$ cat src/rtl/spi_gpio_pkg.sv
package spi_gpio_pkg;

  localparam int CMD_W       = 8;
  localparam int CTRL_W      = 8;
  localparam int RW_BIT      = 7;
  localparam int SEL_HI      = 4;
  localparam int SEL_LO      = 3;
  localparam int MODE_HI     = 1;
  localparam int MODE_LO     = 0;
  localparam int ID_LAST_CNT = 2;   // identity complete on third sampled bit
  localparam int CTRL_FLAG   = 4;
  localparam int CTRL_EN     = 2;

  typedef enum logic [1:0] {
    SEL_DATA = 2'b00,
    SEL_DIR  = 2'b01,
    SEL_CTRL = 2'b10,
    SEL_NONE = 2'b11
  } reg_sel_e;

  typedef enum logic [1:0] {
    WM_PUT  = 2'b00,
    WM_SET  = 2'b01,
    WM_CLR  = 2'b10,
    WM_PUTX = 2'b11
  } wmode_e;

  typedef enum logic [1:0] {
    CMP_EQ = 2'b00,
    CMP_NE = 2'b01,
    CMP_GT = 2'b10,
    CMP_LT = 2'b11
  } cmp_cond_e;

endpackage

$ cat src/rtl/spi_gpio_sync.sv
module spi_gpio_sync #(
  parameter int             W       = 1,
  parameter int             STAGES  = 2,
  parameter logic [W-1:0]   RST_VAL = '0
) (
  input  logic         clk,
  input  logic         rst,
  input  logic [W-1:0] d_i,
  output logic [W-1:0] q_o
);

  logic [W-1:0] stg [STAGES];

  for (genvar k = 0; k < STAGES; k++) begin : g_stage
    if (k == 0) begin : g_first
      always_ff @(posedge clk) begin
        if (rst) stg[k] <= RST_VAL;
        else     stg[k] <= d_i;
      end
    end else begin : g_next
      always_ff @(posedge clk) begin
        if (rst) stg[k] <= RST_VAL;
        else     stg[k] <= stg[k-1];
      end
    end
  end

  assign q_o = stg[STAGES-1];

endmodule

$ cat src/rtl/spi_gpio_cmp.sv
module spi_gpio_cmp
  import spi_gpio_pkg::*;
#(
  parameter int W = 8
) (
  input  logic [W-1:0] pins_i,
  input  logic [W-1:0] ref_i,
  input  cmp_cond_e    cond_i,
  output logic         hit_o
);

  always_comb begin
    unique case (cond_i)
      CMP_EQ:  hit_o = (pins_i == ref_i);
      CMP_NE:  hit_o = (pins_i != ref_i);
      CMP_GT:  hit_o = (pins_i >  ref_i);
      default: hit_o = (pins_i <  ref_i);
    endcase
  end

endmodule

$ cat src/rtl/spi_gpio_frame.sv
module spi_gpio_frame
  import spi_gpio_pkg::*;
#(
  parameter int W = 8
) (
  input  logic              clk,
  input  logic              rst,
  input  logic [1:0]        id_i,
  input  logic              cs_n_s,
  input  logic              sck_s,
  input  logic              mosi_s,
  input  logic [CTRL_W-1:0] status_i,
  input  logic [W-1:0]      rdata_i,
  output logic              miso_o,
  output logic              miso_oe_o,
  output reg_sel_e          sel_o,
  output wmode_e            wmode_o,
  output logic              wr_stb_o,
  output logic [W-1:0]      wdata_o,
  output logic              rd_clr_o
);

  localparam int FRAME = CMD_W + W;
  localparam int TXW   = (W > CMD_W) ? W : CMD_W;
  localparam int CW    = $clog2(FRAME + 1);

  logic           cs_q, sck_q, idle_q, id_hit_q;
  logic [CW-1:0]  cnt;
  logic [TXW-2:0] rx;
  logic [TXW-1:0] tx;
  logic           cmd_wr;
  reg_sel_e       cmd_sel;
  wmode_e         cmd_mode;

  logic cs_act, start, sck_edge, lead, trail;

  assign cs_act   = ~cs_n_s;
  assign start    = cs_act & ~cs_q;
  assign sck_edge = sck_s ^ sck_q;
  assign lead     = cs_act & ~start & sck_edge & (sck_q == idle_q);
  assign trail    = cs_act & ~start & sck_edge & (sck_q != idle_q);

  always_ff @(posedge clk) begin
    if (rst) begin
      cs_q      <= 1'b0;
      sck_q     <= 1'b0;
      idle_q    <= 1'b0;
      id_hit_q  <= 1'b0;
      cnt       <= '0;
      rx        <= '0;
      tx        <= '0;
      cmd_wr    <= 1'b0;
      cmd_sel   <= SEL_DATA;
      cmd_mode  <= WM_PUT;
      miso_oe_o <= 1'b0;
      wr_stb_o  <= 1'b0;
      wdata_o   <= '0;
      rd_clr_o  <= 1'b0;
    end else begin
      cs_q      <= cs_act;
      sck_q     <= sck_s;
      wr_stb_o  <= 1'b0;
      rd_clr_o  <= 1'b0;
      miso_oe_o <= cs_act & id_hit_q;
      if (start) begin
        idle_q   <= sck_s;
        cnt      <= '0;
        id_hit_q <= 1'b0;
        tx       <= TXW'(status_i) << (TXW - CMD_W);
      end else if (!cs_act) begin
        cnt      <= '0;
        id_hit_q <= 1'b0;
      end else begin
        if (lead && cnt != CW'(FRAME)) begin
          rx  <= {rx[TXW-3:0], mosi_s};
          cnt <= cnt + 1'b1;
          if (cnt == CW'(ID_LAST_CNT))
            id_hit_q <= ({rx[0], mosi_s} == id_i);
          if (cnt == CW'(CMD_W - 1)) begin
            cmd_wr   <= rx[RW_BIT-1];
            cmd_sel  <= reg_sel_e'(rx[SEL_HI-1 -: 2]);
            cmd_mode <= wmode_e'({rx[MODE_HI-1], mosi_s});
          end
          if (cnt == CW'(FRAME - 1)) begin
            wr_stb_o <= id_hit_q & cmd_wr;
            wdata_o  <= {rx[W-2:0], mosi_s};
          end
        end
        if (trail) begin
          if (cnt == CW'(CMD_W)) begin
            tx       <= TXW'(rdata_i) << (TXW - W);
            rd_clr_o <= id_hit_q & ~cmd_wr & (cmd_sel == SEL_CTRL);
          end else begin
            tx <= tx << 1;
          end
        end
      end
    end
  end

  assign miso_o  = tx[TXW-1];
  assign sel_o   = cmd_sel;
  assign wmode_o = cmd_mode;

endmodule

$ cat src/rtl/spi_gpio_regs.sv
module spi_gpio_regs
  import spi_gpio_pkg::*;
#(
  parameter int W = 8
) (
  input  logic              clk,
  input  logic              rst,
  input  logic              wr_stb_i,
  input  reg_sel_e          sel_i,
  input  wmode_e            wmode_i,
  input  logic [W-1:0]      wdata_i,
  input  logic              rd_clr_i,
  input  logic [W-1:0]      pin_s_i,
  input  logic              cmp_hit_i,
  output logic [W-1:0]      data_o,
  output logic [W-1:0]      dir_o,
  output cmp_cond_e         cond_o,
  output logic              cmp_en_o,
  output logic              flag_o,
  output logic [CTRL_W-1:0] ctrl_o,
  output logic [W-1:0]      rdata_o
);

  logic [W-1:0] data_q, dir_q;
  cmp_cond_e    cond_q;
  logic         en_q, flag_q;

  always_ff @(posedge clk) begin
    if (rst) begin
      data_q <= '0;
      dir_q  <= '0;
      cond_q <= CMP_EQ;
      en_q   <= 1'b0;
    end else if (wr_stb_i) begin
      unique case (sel_i)
        SEL_DATA: begin
          unique case (wmode_i)
            WM_SET:  data_q <= data_q | wdata_i;
            WM_CLR:  data_q <= data_q & ~wdata_i;
            default: data_q <= wdata_i;
          endcase
        end
        SEL_DIR:  dir_q <= wdata_i;
        SEL_CTRL: begin
          en_q   <= wdata_i[CTRL_EN];
          cond_q <= cmp_cond_e'(wdata_i[1:0]);
        end
        default: ;
      endcase
    end
  end

  always_ff @(posedge clk) begin
    if (rst)                    flag_q <= 1'b0;
    else if (en_q && cmp_hit_i) flag_q <= 1'b1;
    else if (rd_clr_i)          flag_q <= 1'b0;
  end

  always_comb begin
    ctrl_o            = '0;
    ctrl_o[CTRL_FLAG] = flag_q;
    ctrl_o[CTRL_EN]   = en_q;
    ctrl_o[1:0]       = cond_q;
  end

  always_comb begin
    unique case (sel_i)
      SEL_DATA: rdata_o = (dir_q & data_q) | (~dir_q & pin_s_i);
      SEL_DIR:  rdata_o = dir_q;
      SEL_CTRL: rdata_o = W'(ctrl_o);
      default:  rdata_o = '0;
    endcase
  end

  assign data_o   = data_q;
  assign dir_o    = dir_q;
  assign cond_o   = cond_q;
  assign cmp_en_o = en_q;
  assign flag_o   = flag_q;

endmodule

$ cat src/rtl/spi_gpio_expander.sv
module spi_gpio_expander
  import spi_gpio_pkg::*;
#(
  parameter int W           = 8,
  parameter int SYNC_STAGES = 2
) (
  input  logic         clk,
  input  logic         rst,
  input  logic [1:0]   id_i,
  input  logic         cs_n_i,
  input  logic         sck_i,
  input  logic         mosi_i,
  output logic         miso_o,
  output logic         miso_oe_o,
  input  logic [W-1:0] pin_i,
  output logic [W-1:0] pin_o,
  output logic [W-1:0] pin_oe_o
);

  logic              cs_n_s, sck_s, mosi_s, cs_act;
  logic [W-1:0]      pin_s, rdata, wdata;
  logic [CTRL_W-1:0] ctrl_val;
  reg_sel_e          sel;
  wmode_e            wmode;
  cmp_cond_e         cond;
  logic              wr_stb, flag_clr, cmp_hit, cmp_en, cmp_flag;
  logic              wr_dir, wr_data;

  spi_gpio_sync #(.W(3), .STAGES(SYNC_STAGES), .RST_VAL(3'b100)) u_sync_ser (
    .clk (clk),
    .rst (rst),
    .d_i ({cs_n_i, sck_i, mosi_i}),
    .q_o ({cs_n_s, sck_s, mosi_s})
  );

  spi_gpio_sync #(.W(W), .STAGES(SYNC_STAGES), .RST_VAL('0)) u_sync_pin (
    .clk (clk),
    .rst (rst),
    .d_i (pin_i),
    .q_o (pin_s)
  );

  spi_gpio_frame #(.W(W)) u_frame (
    .clk       (clk),
    .rst       (rst),
    .id_i      (id_i),
    .cs_n_s    (cs_n_s),
    .sck_s     (sck_s),
    .mosi_s    (mosi_s),
    .status_i  (ctrl_val),
    .rdata_i   (rdata),
    .miso_o    (miso_o),
    .miso_oe_o (miso_oe_o),
    .sel_o     (sel),
    .wmode_o   (wmode),
    .wr_stb_o  (wr_stb),
    .wdata_o   (wdata),
    .rd_clr_o  (flag_clr)
  );

  spi_gpio_cmp #(.W(W)) u_cmp (
    .pins_i (pin_s),
    .ref_i  (pin_o),
    .cond_i (cond),
    .hit_o  (cmp_hit)
  );

  spi_gpio_regs #(.W(W)) u_regs (
    .clk       (clk),
    .rst       (rst),
    .wr_stb_i  (wr_stb),
    .sel_i     (sel),
    .wmode_i   (wmode),
    .wdata_i   (wdata),
    .rd_clr_i  (flag_clr),
    .pin_s_i   (pin_s),
    .cmp_hit_i (cmp_hit),
    .data_o    (pin_o),
    .dir_o     (pin_oe_o),
    .cond_o    (cond),
    .cmp_en_o  (cmp_en),
    .flag_o    (cmp_flag),
    .ctrl_o    (ctrl_val),
    .rdata_o   (rdata)
  );

  assign cs_act  = ~cs_n_s;
  assign wr_dir  = wr_stb & (sel == SEL_DIR);
  assign wr_data = wr_stb & (sel == SEL_DATA);

endmodule

$ cat config.mk
export PLATFORM = sky130hd
export DESIGN_NAME = spi_gpio_expander
export DESIGN_NICKNAME = d
export VERILOG_FILES = /design/src/rtl/spi_gpio_pkg.sv /design/src/rtl/spi_gpio_sync.sv /design/src/rtl/spi_gpio_cmp.sv /design/src/rtl/spi_gpio_frame.sv /design/src/rtl/spi_gpio_regs.sv /design/src/rtl/spi_gpio_expander.sv
export SDC_FILE = /design/constraint.sdc
export NUM_CORES = 1
export LEC_CHECK = 0
export BUFFER_PORTS_ARGS = -buffer_cell sky130_fd_sc_hd__buf_2
export CELL_PAD_IN_SITES_DETAIL_PLACEMENT = 2
export CELL_PAD_IN_SITES_GLOBAL_PLACEMENT = 2
export CORE_ASPECT_RATIO = 0.9
export CORE_MARGIN = 10
export CORE_UTILIZATION = 33
export CTS_BUF_LIST = sky130_fd_sc_hd__clkbuf_16
export DETAILED_ROUTE_END_ITERATION = 12
export PLACE_DENSITY = 0.85
export SYNTH_ARGS = -nofsm -noshare
export SYNTH_HDL_FRONTEND = slang
export SYNTH_SLANG_ARGS = --single-unit
$ cat constraint.sdc
create_clock -name clk -period 1.9 [get_ports clk]
set_clock_uncertainty 0.05 [all_clocks]
set_input_delay 0.38 -clock clk [delete_from_list [all_inputs] [get_ports clk]]
set_output_delay 0.38 -clock clk [all_outputs]
set_load 0.02 [all_outputs]
Word level (Yosys, flattened, before mapping)
Memory sizes are Yosys's and may differ from the RTL's.
Cells that the tools add are included.
{"block": "op_classes", "n_reduce_logical": 19, "magnitude_cmp": 2, "n_eq_ne": 17, "bitwise_logic": 29, "n_addsub": 1, "n_mux": 16}
{"operator": "$and A8 B8 Y8", "count": 3}
{"operator": "$mux W8", "count": 3}
{"operator": "$pmux W8 S3", "count": 1}
{"operator": "$not A8 Y8", "count": 2}
{"operator": "$or A8 B8 Y8", "count": 2}
{"operator": "$pmux W8 S2", "count": 1}
{"operator": "$mux W5", "count": 3}
{"operator": "$reduce_and A2 Y1", "count": 6}
{"operator": "$eq A5 B4 Y1 const B", "count": 2}
{"operator": "$reduce_or A5 Y1", "count": 2}
{"operator": "$and A1 B1 Y1", "count": 9}
{"operator": "$eq A8 B8 Y1", "count": 1}
{"operator": "$gt A8 B8 Y1", "count": 1}
{"operator": "$lt A8 B8 Y1", "count": 1}
{"operator": "$ne A8 B8 Y1", "count": 1}
{"operator": "$not A1 Y1", "count": 8}
{"operator": "$reduce_and A4 Y1", "count": 2}
{"operator": "$eq A2 B1 Y1 const B", "count": 3}
{"operator": "$eq A2 B2 Y1 const B", "count": 3}
{"operator": "$mux W3", "count": 2}
{"operator": "$add A5 B1 Y5 const B", "count": 1}
{"operator": "$eq A5 B2 Y1 const B", "count": 1}
{"operator": "$eq A5 B3 Y1 const B", "count": 1}
{"operator": "$mux W1", "count": 5}
{"operator": "other kinds (14)", "count": 20}
{"block": "totals", "inputBits": 15, "word_cells": 106, "out_inout_bits": 18, "register_bits": 60, "ramBits": 22, "memories": 2}
{"memory": "u_sync_pin.stg", "depth": 2, "word_bits": 8, "read_ports": 2, "rd_clocked_by_memory_dff": 0, "write_ports": 2, "line": "spi_gpio_sync.sv:12", "rtl": "logic [W-1:0] stg [STAGES];"}
{"memory": "u_sync_ser.stg", "depth": 2, "word_bits": 3, "read_ports": 2, "rd_clocked_by_memory_dff": 0, "write_ports": 2, "line": "spi_gpio_sync.sv:12"}

Depth between registers and ports, before layout
An unclocked memory read counts as a cell.
{"block": "logic_depth", "ltp_word": 10, "depth_mapped": 8, "mapped_depth_nobuf": 8}

Modules after synthesis
Synthesis repeated with hierarchy kept, for this count alone.
{"block": "hier_totals", "cells_unflattened": 402, "area_unflattened_um2": 3794.9}
{"mod": "spi_gpio_frame", "n_inst": 1, "area_per_inst_um2": 1764.2, "cells_each": 189, "seq_area_each_um2": 800.8}
{"mod": "spi_gpio_regs", "n_inst": 1, "area_per_inst_um2": 1158.6, "cells_each": 136, "seq_area_each_um2": 400.4}
{"mod": "spi_gpio_sync at u_sync_pin", "n_inst": 1, "area_per_inst_um2": 464.2, "cells_each": 33, "seq_area_each_um2": 320.3}
{"mod": "spi_gpio_cmp", "n_inst": 1, "area_per_inst_um2": 250.2, "cells_each": 32, "seq_area_each_um2": 0.0}
{"mod": "spi_gpio_sync at u_sync_ser", "n_inst": 1, "area_per_inst_um2": 157.7, "cells_each": 12, "seq_area_each_um2": 120.1}

Worst setup path before layout
No wires, ideal clock.
{"block": "synth_path", "kind": "register to register", "start": "reg u_frame.cnt[0]", "end": "reg u_frame.cnt[2]", "arrival_ns": 1.635, "path_stages_with_launch": 9, "slack_ns": 0.095, "t_required_ns": 1.730, "period_less_slack_ns": 1.805, "path_buffers": 1, "path_cell_list": "dfxtp_1 > inv_1 > ha_1 > nor4b_2 > nor4b_4 > buf_4 > nand2_1 > xor2_1 > nor2_1"}
{"block": "synth_between", "elab_chain_len": 2, "elab_cells_between_ends": 3, "cone_classes": "1 x add/sub; 1 x eq/ne; 1 x reduce/logical"}
{"element": "start: declaration", "line": "spi_gpio_frame.sv:28", "rtl": "logic [CW-1:0] cnt;"}
{"element": "start signal: assignment", "line": "spi_gpio_frame.sv:76", "rtl": "cnt <= cnt + 1'b1;"}
{"element": "parallel branches: the longest is 2 deep, another holds $add A5 B1 Y5"}
Parallel ways; which one is timed is not known.
A chain may end at the register's enable or synchronous reset.

Final worst setup path
{"block": "layout_path", "start": "reg u_frame.cnt[0]", "end": "reg u_frame.cmd_sel[0] (netlist: u_frame.sel_o[0])"}
{"block": "layout_between", "elab_chain_len": 3, "elab_cells_between_ends": 4, "cone_classes": "2 x eq/ne; 2 x reduce/logical"}
{"element": "$ne A5 B5 Y1", "line": "spi_gpio_frame.sv:74", "rtl": "if (lead && cnt != CW'(FRAME)) begin"}
{"element": "$logic_and A1 B1 Y1", "line": "spi_gpio_frame.sv:74"}
{"element": "$reduce_and A4 Y1 (no line) *"}
{"element": "end signal: assignment", "line": "spi_gpio_frame.sv:81", "rtl": "cmd_sel <= reg_sel_e'(rx[SEL_HI-1 -: 2]);"}
{"element": "end: declaration", "line": "spi_gpio_frame.sv:32", "rtl": "reg_sel_e cmd_sel;"}
Every way passes the cells marked *; elsewhere a longest branch is shown, timed or not.

==> flow_metrics.tcl <==
set metrics [dict create \
    status "complete, no violations" \
    hpwl_um 8390 \
    final_nets 477 \
    rows 36 \
    cp_top_family "simple AND/OR/NAND/NOR gates" \
    final_cell_mix "dfxtp_1, nor2_1, a21oi_1" \
    avgSynthCellArea_um2 8.87 \
    worstPathRequired_ns 2.07 \
    antenna_found_initial 0 \
    cts_root_buf "clkbuf_16" \
    grt_max_degree 29 \
    cp_max_fo 5 \
    cts_hold_buf 0 \
    swShare 0.213 \
    synth_cell_types 47 \
    p_per_area_nw_per_um2 851 \
    dp_slack_ns -0.0626 \
    cts_buffers 9 \
    wl_per_cell_um 20.8 \
    final_common_cell "dfxtp_1" \
    insertion_delay_ns 0.34 \
    vdd_drop_max_uv 542 \
    p_clk_frac 0.490 \
    p_int_mw 2.94 \
    synth.cell_area_um2 3590 \
    pin_count 33 \
    core_area_um2 10700 \
    die_x_um 130 \
    drive_gt1_frac 0.219 \
    fin_crit_sh 0.956 \
    cp_slowest_stage_delay_ns 0.34 \
    cts_tree "built" \
    cp_slowest_cell "dfxtp_2" \
    overflow 0 \
    setup_viol_count_final 0 \
    post-place-cells 567 \
    switchingPower_mw 0.797 \
    rrSetupSlack_ns 0.08 \
    cp_num_buf_inv 2 \
    final_util 0.410 \
    htreeDepth 3 \
    grt_pass1_vias 3492 \
    clkTransAtPathRegs_ns 0.06 \
    combPwrFrac 0.038 \
    fill_cells 1171 \
    dr.pass1.iters 4 \
    hold_ws_ns 0.192 \
    max_clock_freq_mhz 550 \
    max-cap-violations 0 \
    worst_pin_slew_ns 0.423 \
    wl_um 12200 \
    drv_slew 0 \
    layout_setup_ws_ns 0.0828 \
    cts_sinks 82 \
    crit_chain "inv_2 > ha_2 > nor4b_4 > nor4b_4 > buf_6 > nand4_4 > mux2i_1 > nor2_1" \
    place_congestion 0.827 \
    grt_first_pass_wirelength_um 19200 \
    start_util 0.335 \
    yosysWarnings 0 \
    grt_usage 0.156 \
    p_leak_nw 1.70 \
    vias 3104 \
    critPathLaunchType "flip-flop" \
    min_period_ns 1.82 \
    synth-seq-area-share 0.457 \
    critPathKind "reg -> reg" \
    seqPwrFrac 0.471 \
    die-area_um2 15500 \
    clk_path_buf_depth 2 \
    cp-end-kind "flip-flop" \
    synth-seq-cells 82 \
    placement.io_buffers 32 \
    crit_arrival_ns 1.98 \
    slew-limit-headroom 0.718 \
    area_growth_pct 22.5 \
    stdcell_count 586 \
    die_h_um 119 \
    hp-class "in -> reg" \
    syn-num-nets 434 \
    synth_cells 405 \
    antenna_cells 0 \
    drt_iter0_markers 187 \
    viasPerCell 5.30 \
    tns_ns 0 \
    cpMostUsedCell "nor4b_4" \
    drc 0 \
    hold_viol_final 0 \
    antenna_left 0 \
]
[cells by family after synthesis]
group / after synthesis / share of synthesized area
buf+inv: 48 / 0.0540
simple gates: 145 / 0.213
flops: 82 / 0.457
xor+xnor: 6 / 0.0146
mux: 16 / 0.0449
compound gates: 94 / 0.168
fa+ha+maj: 14 / 0.0488
[through the flow]
stage,total power [mW],area [µm²]
finish,3.74,4400
global route,3.88,4400
CTS,3.76,4290
detailed placement,1.93,3980
global placement,1.92,3980
floorplan,1.88,3590
[synth_stat cells (all sizes together)]
cell type  number  share of area
o211ai          1         0.0021
nand4           4         0.0087
nand2b          1         0.0017
or3b            3         0.0073
clkbuf         18          0.020
and2b           1         0.0021
nor4            2         0.0035
nand4b          2         0.0049
nor3b           2         0.0056
a21oi          45          0.063
buf             7          0.010
xor2            5          0.012
and2            1         0.0017
nor3            3         0.0042
a32oi           1         0.0024
a2111oi         3          0.013
inv            23          0.024
mux2            1         0.0031
a31oi           2         0.0035
and3            2         0.0035
xnor2           1         0.0024
a21o            8          0.017
o311ai          1         0.0024
dfxtp          82           0.46
o21ai           6         0.0084
o32ai           1         0.0024
ha             14          0.049
nand2          23          0.024
mux2i          15          0.042
nand3b          3         0.0063
and3b           1         0.0024
a22oi           3         0.0063
nor4bb          1         0.0028
nor4b           2          0.011
or2             3         0.0052
nor2b          24          0.042
nand4bb         1         0.0031
nand3          12          0.017
o31ai           1         0.0021
nor2           54          0.056
a211oi         22          0.046
[metal layers]
metal,wire (µm),GRT usage,part of all wire,vias up
li1,-,-,-,1486
met1,5420,0.192,0.45,1563
met2,6340,0.269,0.52,40
met3,270,0.0341,0.022,15
met4,152,0.0400,0.012,0
met5,0,0,0,-
[registers in the layout (all words and copies together), names as in the netlist, 2 cells and up]
register         flops
u_frame.sel_o        2
u_frame.wmode_o      2
u_sync_ser.stg       6
u_frame.wdata_o      8
u_regs.dir_o         8
u_regs.cond_o        2
u_regs.data_o        8
u_frame.tx           8
u_sync_pin.stg      16
u_frame.cnt          5
u_frame.rx           7
[final cells by class]
class | instances | area [µm²] | area share
multi-input combinational | 275 | 1820 | 0.414
sequential | 82 | 1650 | 0.374
timing repair buffer | 57 | 368 | 0.0836
clock buffer | 9 | 225 | 0.0512
tap | 133 | 166 | 0.0378
inverter | 23 | 86.3 | 0.0196
clock inverter | 7 | 85.1 | 0.0193
[power by group through the flow]
| stage | Combinational, mW | Clock (mW) | Sequential (mW) |
|---|---|---|---|
| finish | 0.144 | 1.83 | 1.76 |
| global placement | 0.126 | 0 | 1.80 |
| CTS | 0.138 | 1.86 | 1.76 |
| detailed placement | 0.135 | 0 | 1.80 |
| floorplan | 0.0916 | 0 | 1.79 |
| global route | 0.161 | 1.95 | 1.76 |
[final timing paths]
check | from | endpoint | cells past startpoint
min reg2reg | u_sync_ser.stg[0][2]$_SDFF_PP1_ | u_sync_ser.stg[1][2]$_SDFF_PP1_ | 1
max reg2reg | u_frame.cnt[0]$_SDFFE_PP0P_ | u_frame.sel_o[0]$_SDFFE_PP0P_ | 8
max | u_frame.cnt[0]$_SDFFE_PP0P_ | u_frame.sel_o[0]$_SDFFE_PP0P_ | 8
min | cs_n_i | u_sync_ser.stg[0][2]$_SDFF_PP1_ | 2
[what timing repair did]
item,in CTS,in global routing
setup endpoints to repair,17,33
gates resized for setup,1,23
buffers inserted,0,3
pin swaps,1,4
Power figures use the tool's default switching activity.
